### config.mk
export PLATFORM = sky130hd
export DESIGN_NAME = chan_bank_regs
export DESIGN_NICKNAME = d
export VERILOG_FILES = /design/src/rtl/dmareg_pkg.sv /design/src/rtl/chan_slot.sv /design/src/rtl/port_slot.sv /design/src/rtl/chan_bank_regs.sv
export SDC_FILE = /design/constraint.sdc
export NUM_CORES = 2
export LEC_CHECK = 0
export BUFFER_PORTS_ARGS = -buffer_cell sky130_fd_sc_hd__buf_2
export CORE_AREA = 2 2 505 507
export CTS_CLUSTER_SIZE = 12
export DETAILED_ROUTE_END_ITERATION = 10
export DIE_AREA = 0 0 507 509
export PLACE_DENSITY = 0.56
export SLEW_MARGIN = 10
export SYNTH_ARGS = -nofsm -noshare
export SYNTH_HDL_FRONTEND = slang
export SYNTH_HIERARCHICAL = 1
export SYNTH_SLANG_ARGS = --single-unit
### constraint.sdc
create_clock -name clk -period 2.6 [get_ports clk]
set_input_delay 0.26 -clock clk [delete_from_list [all_inputs] [get_ports clk]]
set_output_delay 0.26 -clock clk [all_outputs]
set_load 0.01 [all_outputs]
### src/rtl/dmareg_pkg.sv
package dmareg_pkg;
    localparam logic [7:0] A_ID    = 8'h08;
    localparam logic [7:0] A_GCTL  = 8'h10;
    localparam logic [7:0] A_POLL  = 8'h14;
    localparam logic [7:0] A_CSEL  = 8'h18;
    localparam logic [7:0] A_CCTL  = 8'h1C;
    localparam logic [7:0] A_CBASE = 8'h20;
    localparam logic [7:0] A_CLEN  = 8'h24;
    localparam logic [7:0] A_CSTAT = 8'h28;
    localparam logic [7:0] A_CIEN  = 8'h2C;
    localparam logic [7:0] A_PSEL  = 8'h40;
    localparam logic [7:0] A_PCTL  = 8'h44;
    localparam logic [7:0] A_GIEN  = 8'hF4;

    localparam int STAT_W = 6;

    // write strobes into one channel's bank
    typedef struct packed {
        logic ctl;
        logic base;
        logic len;
        logic stat;
        logic ien;
    } chan_wr_t;
endpackage

### src/rtl/chan_slot.sv
module chan_slot
    import dmareg_pkg::*;
#(
    parameter int DLEN_W  = 16,
    parameter int RST_CYC = 4
) (
    input  logic              clk,
    input  logic              rst_n,
    input  chan_wr_t          wr,
    input  logic [31:0]       wdata,
    input  logic [STAT_W-1:0] evt,
    output logic              on,
    output logic              tx,
    output logic [1:0]        weight,
    output logic              busy,
    output logic [31:0]       base,
    output logic [DLEN_W-1:0] len,
    output logic [STAT_W-1:0] stat,
    output logic [STAT_W-1:0] ien,
    output logic              pend
);
    localparam int CW = (RST_CYC > 1) ? $clog2(RST_CYC) : 1;
    localparam logic [CW-1:0] CNT_LOAD = CW'(RST_CYC - 1);

    typedef struct packed {
        logic              on;
        logic              tx;
        logic [1:0]        weight;
        logic              busy;
        logic [CW-1:0]     cnt;
        logic [31:0]       base;
        logic [DLEN_W-1:0] len;
        logic [STAT_W-1:0] stat;
        logic [STAT_W-1:0] ien;
    } slot_t;

    slot_t s_d, s_q;

    always_comb begin
        s_d = s_q;
        // running reset countdown
        if (s_q.busy) begin
            if (s_q.cnt == '0) s_d.busy = 1'b0;
            else               s_d.cnt  = s_q.cnt - 1'b1;
        end
        if (wr.ctl) begin
            s_d.on     = wdata[0];
            s_d.tx     = wdata[8];
            s_d.weight = wdata[17:16];
            if (wdata[1]) begin
                s_d.busy = 1'b1;
                s_d.cnt  = CNT_LOAD;
            end
        end
        if (wr.base) s_d.base = wdata;
        if (wr.len)  s_d.len  = wdata[DLEN_W-1:0];
        if (wr.ien)  s_d.ien  = wdata[STAT_W:1];
        // clear by ones, then events win
        s_d.stat = s_q.stat & ~(wr.stat ? wdata[STAT_W:1] : '0);
        s_d.stat = s_d.stat | evt;
        if (s_d.busy) begin
            s_d.on   = 1'b0;
            s_d.stat = '0;
        end
    end

    always_ff @(posedge clk or negedge rst_n) begin
        if (!rst_n) s_q <= '0;
        else        s_q <= s_d;
    end

    assign on     = s_q.on;
    assign tx     = s_q.tx;
    assign weight = s_q.weight;
    assign busy   = s_q.busy;
    assign base   = s_q.base;
    assign len    = s_q.len;
    assign stat   = s_q.stat;
    assign ien    = s_q.ien;
    assign pend   = |(s_q.stat & s_q.ien);
endmodule

### src/rtl/port_slot.sv
module port_slot (
    input  logic       clk,
    input  logic       rst_n,
    input  logic       wr,
    input  logic [5:0] wfield,   // write data bits 11:6
    output logic       drop,
    output logic [3:0] swap
);
    typedef struct packed {
        logic       drop;
        logic [3:0] swap;
    } pslot_t;

    pslot_t p_d, p_q;

    always_comb begin
        p_d = p_q;
        if (wr) begin
            p_d.drop = wfield[0];
            p_d.swap = wfield[5:2];
        end
    end

    always_ff @(posedge clk or negedge rst_n) begin
        if (!rst_n) p_q <= '0;
        else        p_q <= p_d;
    end

    assign drop = p_q.drop;
    assign swap = p_q.swap;
endmodule

### src/rtl/chan_bank_regs.sv
module chan_bank_regs
    import dmareg_pkg::*;
#(
    parameter int         NUM_CH   = 20,
    parameter int         NUM_PORT = 4,
    parameter int         DLEN_W   = 16,
    parameter int         RST_CYC  = 4,
    parameter logic [4:0] HW_REV   = 5'd3
) (
    input  logic                       clk,
    input  logic                       rst_n,
    input  logic [7:0]                 bus_addr,
    input  logic [31:0]                bus_wdata,
    input  logic                       bus_wr,
    input  logic                       bus_rd,
    output logic [31:0]                bus_rdata,
    input  logic [STAT_W*NUM_CH-1:0]   ch_evt,
    output logic [NUM_CH-1:0]          ch_on,
    output logic [NUM_CH-1:0]          ch_tx,
    output logic [2*NUM_CH-1:0]        ch_weight,
    output logic [32*NUM_CH-1:0]       ch_base,
    output logic [DLEN_W*NUM_CH-1:0]   ch_len,
    output logic [NUM_CH-1:0]          ch_irq,
    output logic                       eng_rst,
    output logic                       poll_en,
    output logic                       poll_div,
    output logic [NUM_PORT-1:0]        port_drop,
    output logic [4*NUM_PORT-1:0]      port_swap
);
    localparam int CSEL_W = 8;
    localparam int PSEL_W = 4;
    localparam logic [31:0] ID_WORD =
        {12'(NUM_CH), 4'(NUM_PORT), 11'd0, HW_REV};

    typedef struct packed {
        logic              gctl;
        logic              poll_en;
        logic              poll_div;
        logic [CSEL_W-1:0] csel;
        logic [PSEL_W-1:0] psel;
        logic [NUM_CH-1:0] gien;
        logic [31:0]       rdata;
    } glob_t;

    glob_t g_d, g_q;

    chan_wr_t                 cwr      [NUM_CH];
    logic [NUM_PORT-1:0]      pwr;
    logic [31:0]              ctl_word [NUM_CH];
    logic [31:0]              base_w   [NUM_CH];
    logic [DLEN_W-1:0]        len_w    [NUM_CH];
    logic [STAT_W-1:0]        stat_w   [NUM_CH];
    logic [STAT_W-1:0]        ien_w    [NUM_CH];
    logic [NUM_CH-1:0]        pend;
    logic [NUM_CH-1:0]        busy;
    logic [STAT_W*NUM_CH-1:0] stat_all;
    logic [NUM_CH-1:0]        gien_cur;
    logic [CSEL_W-1:0]        csel_cur;

    // per-channel banks
    for (genvar n = 0; n < NUM_CH; n++) begin : g_ch
        logic hit;
        assign hit = bus_wr && (g_q.csel == CSEL_W'(n));
        assign cwr[n].ctl  = hit && (bus_addr == A_CCTL);
        assign cwr[n].base = hit && (bus_addr == A_CBASE);
        assign cwr[n].len  = hit && (bus_addr == A_CLEN);
        assign cwr[n].stat = hit && (bus_addr == A_CSTAT);
        assign cwr[n].ien  = hit && (bus_addr == A_CIEN);

        chan_slot #(.DLEN_W(DLEN_W), .RST_CYC(RST_CYC)) u_slot (
            .clk    (clk),
            .rst_n  (rst_n),
            .wr     (cwr[n]),
            .wdata  (bus_wdata),
            .evt    (ch_evt[STAT_W*n +: STAT_W]),
            .on     (ch_on[n]),
            .tx     (ch_tx[n]),
            .weight (ch_weight[2*n +: 2]),
            .busy   (busy[n]),
            .base   (base_w[n]),
            .len    (len_w[n]),
            .stat   (stat_w[n]),
            .ien    (ien_w[n]),
            .pend   (pend[n])
        );

        assign ctl_word[n] = {14'd0, ch_weight[2*n +: 2], 7'd0, ch_tx[n],
                              6'd0, busy[n], ch_on[n]};
        assign ch_base[32*n +: 32]        = base_w[n];
        assign ch_len[DLEN_W*n +: DLEN_W] = len_w[n];
        assign stat_all[STAT_W*n +: STAT_W] = stat_w[n];
        assign ch_irq[n] = g_q.gien[n] & pend[n];
    end

    // per-port banks
    for (genvar p = 0; p < NUM_PORT; p++) begin : g_port
        assign pwr[p] = bus_wr && (bus_addr == A_PCTL) &&
                        (g_q.psel == PSEL_W'(p));
        port_slot u_port (
            .clk    (clk),
            .rst_n  (rst_n),
            .wr     (pwr[p]),
            .wfield (bus_wdata[11:6]),
            .drop   (port_drop[p]),
            .swap   (port_swap[4*p +: 4])
        );
    end

    logic [31:0] ch_rd, port_rd, rd_word;

    always_comb begin
        ch_rd = '0;
        for (int n = 0; n < NUM_CH; n++) begin
            if (g_q.csel == CSEL_W'(n)) begin
                unique case (bus_addr)
                    A_CCTL:  ch_rd = ctl_word[n];
                    A_CBASE: ch_rd = base_w[n];
                    A_CLEN:  ch_rd = 32'(len_w[n]);
                    A_CSTAT: ch_rd = {25'd0, stat_w[n], 1'b0};
                    A_CIEN:  ch_rd = {25'd0, ien_w[n], 1'b0};
                    default: ch_rd = '0;
                endcase
            end
        end
        port_rd = '0;
        for (int p = 0; p < NUM_PORT; p++) begin
            if (g_q.psel == PSEL_W'(p))
                port_rd = {20'd0, port_swap[4*p +: 4], 1'b0, port_drop[p], 6'd0};
        end
    end

    always_comb begin
        unique case (bus_addr)
            A_ID:    rd_word = ID_WORD;
            A_GCTL:  rd_word = {31'd0, g_q.gctl};
            A_POLL:  rd_word = {g_q.poll_en, 24'd0, g_q.poll_div, 6'd0};
            A_CSEL:  rd_word = 32'(g_q.csel);
            A_CCTL, A_CBASE, A_CLEN, A_CSTAT, A_CIEN:
                     rd_word = ch_rd;
            A_PSEL:  rd_word = 32'(g_q.psel);
            A_PCTL:  rd_word = port_rd;
            A_GIEN:  rd_word = 32'(g_q.gien);
            default: rd_word = '0;
        endcase
    end

    always_comb begin
        g_d = g_q;
        if (bus_wr) begin
            unique case (bus_addr)
                A_GCTL: g_d.gctl = bus_wdata[0];
                A_POLL: begin
                    g_d.poll_en  = bus_wdata[31];
                    g_d.poll_div = bus_wdata[6];
                end
                A_CSEL: g_d.csel = bus_wdata[CSEL_W-1:0];
                A_PSEL: g_d.psel = bus_wdata[PSEL_W-1:0];
                A_GIEN: g_d.gien = bus_wdata[NUM_CH-1:0];
                default: ;
            endcase
        end
        g_d.rdata = bus_rd ? rd_word : '0;
    end

    always_ff @(posedge clk or negedge rst_n) begin
        if (!rst_n) g_q <= '0;
        else        g_q <= g_d;
    end

    assign bus_rdata = g_q.rdata;
    assign eng_rst   = g_q.gctl;
    assign poll_en   = g_q.poll_en;
    assign poll_div  = g_q.poll_div;
    assign gien_cur  = g_q.gien;
    assign csel_cur  = g_q.csel;
endmodule

# --- After elaboration in Yosys (flattened, before gate mapping) ---
# Cells that the tools add are included.
classes:
  add_sub_neg: 20
  mul: 0
  n_div: 0
  order_cmp: 0
  n_eq_ne: 34
  n_shift: 0
  muxes: 206
  bitwise_logic: 100
  reduce_logical: 193
op_table:
  columns: ["cell", "count"]
  rows:
  - ["case mux 32 bit (5 select lines)", 20]
  - ["two-way mux 32 bit", 24]
  - ["case mux 32 bit (8 select lines)", 1]
  - ["bitwise AND 6 bit", 40]
  - ["two-way mux 6 bit", 40]
  - ["two-way mux 7 bit", 20]
  - ["logical AND 1 bit", 125]
  - ["two-way mux 3 bit", 40]
  - ["NOT 6 bit", 20]
  - ["bitwise OR 6 bit", 20]
  - ["OR reduction 6 bit", 20]
  - ["equality test 8 x 4 -> 1 bit, second input constant", 9]
  - ["equality test 8 x 5 -> 1 bit, second input constant", 8]
  - ["zero test 2 bit", 20]
  - ["two-way mux 1 bit", 40]
  - ["two-way mux 2 bit", 20]
  - ["nonzero test 2 bit", 20]
  - ["subtractor 2 x 1 -> 2 bit, second input constant", 20]
  - ["equality test 8 x 3 -> 1 bit, second input constant", 4]
  - ["equality test 8 x 6 -> 1 bit, second input constant", 4]
  - ["bitwise AND 1 bit", 20]
  - ["equality test 8 x 2 -> 1 bit, second input constant", 2]
  - ["equality test 8 x 7 -> 1 bit, second input constant", 2]
  - ["two-way mux 12 bit", 1]
  - ["8 further kinds", 13]
totals:
  reg_bits: 1427
  latch_bits: 0
  ramBits: 0
  romBits: 0
  inputBits: 164
  out_inout_bits: 1115
  word_cells: 748
  n_memories: 0

# --- Longest topological paths before layout ---
depth:
  depth_word: 24
  mapped_depth: 14
  depth_no_buf: 8

# --- By module ---
# The synthesis kept the hierarchy.
modules_own_cells:
  columns: ["module", "instances", "cells_per_inst", "area_each_um2", "seq_area_each_um2"]
  rows:
  - ["chan_slot", 20, 227, 3108.0, 1676.6]
  - ["chan_bank_regs", 1, 1908, 14026.0, 1676.6]
  - ["port_slot", 4, 10, 181.4, 125.1]

# --- Worst setup path after synthesis ---
# Ideal clock, no wire load.
synth_timing:
  path_kind: "input -> register"
  start: "in bus_addr[1]"
  end: "reg g_ch[12].u_slot.s_q (netlist bit g_ch[12].u_slot/base[0])"
  setup_time_ns: 0.125
  arrival_ns: 2.928
  required_ns: 2.475
  slack_ns: -0.453
  path_stages: 14
  path_buffers: 9
  cell_sequence: "buf_2 > nor4_4 > and2_4 > buf_4 > buf_4 > buf_2 > buf_2 > buf_2 > nand2_1 > buf_2 > nor2_1 > buf_2 > buf_6 > mux2_2"
synth_rtl:
  columns: ["item", "line_no", "source"]
  rows:
  - ["start, declared", "chan_bank_regs.sv:12", "input logic [7:0] bus_addr,"]
  - ["end signal, assigned", "chan_slot.sv:68", "if (!rst_n) s_q <= '0;"]
  - ["end signal, assigned", "chan_slot.sv:69", "else s_q <= s_d;"]
  - ["end, declared", "chan_slot.sv:37", "slot_t s_d, s_q;"]

==> results by group <==
Layout
  – Layout area overhead: 25.2%
  – Util after Layout: 0.381
  – Final instance area: 96300 sq um
  – Fill cell count: roughly 25000
  – Share of layout cells above drive strength 1: 0.574
  – Register area: 35700 sq um
  – NumNets Final: between 7000 and 8000
  – Area taken by multi-input logic gates: 31200 sq um

Floorplan
  – Die extent in x: approximately 510 um
  – Die Height: 509 um
  – Initial Utilization: 0.304
  – Std cell rows: 185
  – Die area: 258000 sq um
  – Core box area: 253000 sq um
  – I/O pins: 1279

Status
  – Failing checks: setup timing
  – Status: complete, but fails checks

Clock network
  – CTS Buffer Depth: 3
  – CTS Sinks: 1427
  – Num CTS Buffers: 171
  – Root Buffer: clkbuf_16
  – Clk Latency, worst-skew pair: between 0.8 and 0.9 ns
  – Clock slew at reported path FFs: roughly 0.060 ns
  – CTS tree: yes
  – H-tree depth: 4

Worst setup path
  – Crit. End Element: flop
  – Slowest CP cell: o31ai_4
  – CP Max Fanout: 4
  – Critical Path RT: 3.30 ns
  – Critical path's largest stage delay: 0.61 ns
  – WP buf/inv: 2
  – Cell family with most CP delay: compound AO/OA/AOI/OAI gates
  – R2R setup slack: -0.59 ns
  – CP startpoint kind: flop
  – Reg2reg start: csel_cur[5]
  – Cell Chain, Critical Path: buf_6, or4_4, buf_12, nor3_4, a311oi_2, and3_1, o31a_1, o31ai_4, a311o_1, a41oi_2
  – Reg2Reg Depth: 10
  – WS Path Type: flop to flop
  – RR Endpoint: bus_rdata[12]
  – CP arrival: 3.89 ns

Placement
  – GPL Wtd Cong: ~1.0
  – Placed inst area: 84800 sq um
  – DP HPWL: 343000 um
  – I/O Buffers: roughly 1300

Global route
  – GRT Total Usage: 0.328
  – First-pass GRT wire length: 574000 um
  – Initial antenna violation count: 40
  – Vias in the first global route: around 60000
  – Total gr overflow: 0
  – Pin count of the biggest net entering global routing: around 110

Yosys
  – Mean post-synth cell area: 11.9 sq um
  – Syn_nets: 6652
  – Count leader, synth: dfrtp_1
  – Post-synthesis sequential area ratio: 0.464
  – Synth Flop Type: dfrtp_1
  – Commonest cells post-synth: 1427 x dfrtp_1, 1305 x buf_4, 1131 x mux2_2
  – Asr flop ratio synth: 1.00
  – Dominant cells by area after synthesis: dfrtp_1 46%, mux2_2 17%, buf_4 13%, a22oi_1 2.9%, buf_6 1.8%
  – Synth cell types: 80
  – Top cell type's share of synthesized area: 0.464
  – Synthesized area: between 70000 and 80000 sq um
  – Area leader, netlist: dfrtp_1
  – #FFs+latches synth: 1427
  – Synth warnings: 6
  – Post-synth EDFFs: 0
  – Cells after synthesis: 6488

Timing
  – Fin crit share: 1.23
  – Clk_skew: between 0.06 and 0.07 ns
  – Worst relative slew slack: 0.291
  – Final Critical Period: 3.19 ns
  – Final setup vio count: 689
  – Final Slew Violations: 0
  – Final Hold Viols: 0
  – Max Freq: between 300 and 400 MHz
  – RSZ-0062 raised after global routing: true
  – Pin slew with the least headroom to its limit: around 1.1 ns
  – Final WS setup: -0.591 ns

Drt
  – WL/cell: 40.4 um
  – Antenna viol nets, final: 0
  – Iter 0 DRT Violations: 8053
  – First-pass DRT Iterations: 10
  – DRC Markers: 0
  – Vias per cell: 5.65
  – Via Count: 62000
  – Routed WL: 444000 um

Pwr
  – P_leak: 47.6 nW
  – VDD IR max: 0.688 mV
  – Total power: 51.5 mW
  – Power Dens Cells: roughly 540 nW/um^2

Min path
  – Worst hold stages: 3
  – Min-Delay Endpoint: g_ch[18].u_slot/weight[1]
  – HP Start: bus_wdata[17]
  – Worst min-delay path class: primary input to flop

Run
  – Max-cap violations: 0
-- cells by family (layout without fill, tap and decap cells) --
| kind of cell | Yosys count | in the layout | synth area share |
|---|---|---|---|
| AND/OR/NAND/NOR | 735 | 735 | 0.0501 |
| buffers and inverters | 1799 | 2901 | 0.166 |
| multiplexers | 1265 | 1265 | 0.195 |
| flip-flops | 1427 | 1427 | 0.464 |
| AO/OA/AOI/OAI | 1262 | 1262 | 0.125 |
| other | 0 | 20 | 0 |
-- state kept, by name, summed over array words and instances, names as in the netlist --
register and cells:
gien_cur 20, g_ch.u_slot/s_q 40, eng_rst 1, g_ch.u_slot/tx 20, g_ch.u_slot/base 640, g_ch.u_slot/busy 20
g_ch.u_slot/on 20, poll_en 1, g_port.u_port/drop 4, g_ch.u_slot/weight 40, g_port.u_port/swap 16, g_q 4
g_ch.u_slot/ien 120, poll_div 1, csel_cur 8, bus_rdata 32, g_ch.u_slot/stat 120, g_ch.u_slot/len 320
-- layout make-up --
cell class                      instances  area share
Antenna cell                           20    0.000520
Clock buffer                          244      0.0518
Clock inverter                         63     0.00889
Inverter                              141     0.00550
Multi-Input combinational cell       3262       0.324
Sequential cell                      1427       0.371
Tap cell                             3366      0.0437
Timing Repair Buffer                 2453       0.194
-- routing by layer --
layer  vias up  GRT usage  routed length, um
met1     32600      0.409             170000
met3       933     0.0971              47100
li1      24200          -                  -
met2      4230      0.508             197000
met5         -          0                 81
met4        14      0.181              30400
-- placed cells by master (no fill, tap or decap), types with 63 or more instances in the layout --
cell type	synthesis	routed
a22oi_1	301	294
nor2_1	186	108
buf_12	0	185
dfrtp_1	1427	1424
clkbuf_16	0	185
buf_6	122	68
a21oi_1	170	138
mux2_2	1131	1069
a221oi_1	77	63
mux2_4	80	142
a222oi_1	73	73
buf_2	147	1268
a21bo_2	120	120
a211oi_1	152	134
dlygate4sd3_1	0	135
inv_1	141	141
buf_4	1305	760
nand2_1	198	169
-- report_power, final --
part / switching, mW / internal (mW)
combinational: 2.43 / 1.30
sequential: 0.145 / 22.3
clock: 10.6 / 14.8
total: 13.2 / 38.4
-- stage by stage --
| step | cells | setup WS [ns] | setup TNS [ns] | hold slack (ns) |
|---|---|---|---|---|
| 4_1_cts | 10900 | -0.487 | -57.79 | 0.00528 |
| 3_5_place_dp | 10400 | -1.58 | -367.62 | 0.228 |
| 6_report | 11000 | -0.591 | -95.96 | 0.0637 |
| 2_1_floorplan | 6488 | -0.0362 | -3.88 | -0.0356 |
| 3_3_place_gp | 10400 | -1.65 | -363.20 | 0.233 |
| 5_1_grt | 11000 | -0.559 | -144.26 | 0.0199 |
-- timing repair --
action,4_1_cts,5_1_grt
resized for setup,355,260
gates cloned,5,13
hold buffers,136,0
setup endpoints to repair,810,943
hold endpoints to repair,1074,0
pin swaps,95,120
setup buffers,50,87
-- worst max-delay path by stage --
stage,start,to,slack (ns),cells after the start
floorplan,bus_addr[2],g_ch[12].u_slot/stat[0],-0.04,13
CTS,csel_cur[6],bus_rdata[7],-0.49,10
global placement,csel_cur[6],bus_rdata[7],-1.65,12
finish,csel_cur[5],bus_rdata[12],-0.59,10
global route,csel_cur[5],bus_rdata[12],-0.56,10
detailed placement,bus_addr[0],bus_rdata[2],-1.58,14
-- worst register-to-register path, delay by kind of cell (launching register included) --
family / cells / cell delay, ns
compound gates: 5 / 1.38
simple gates: 3 / 0.98
flops: 1 / 0.41
buf+inv: 2 / 0.31
No activity file was read; power rests on OpenSTA's default activity.
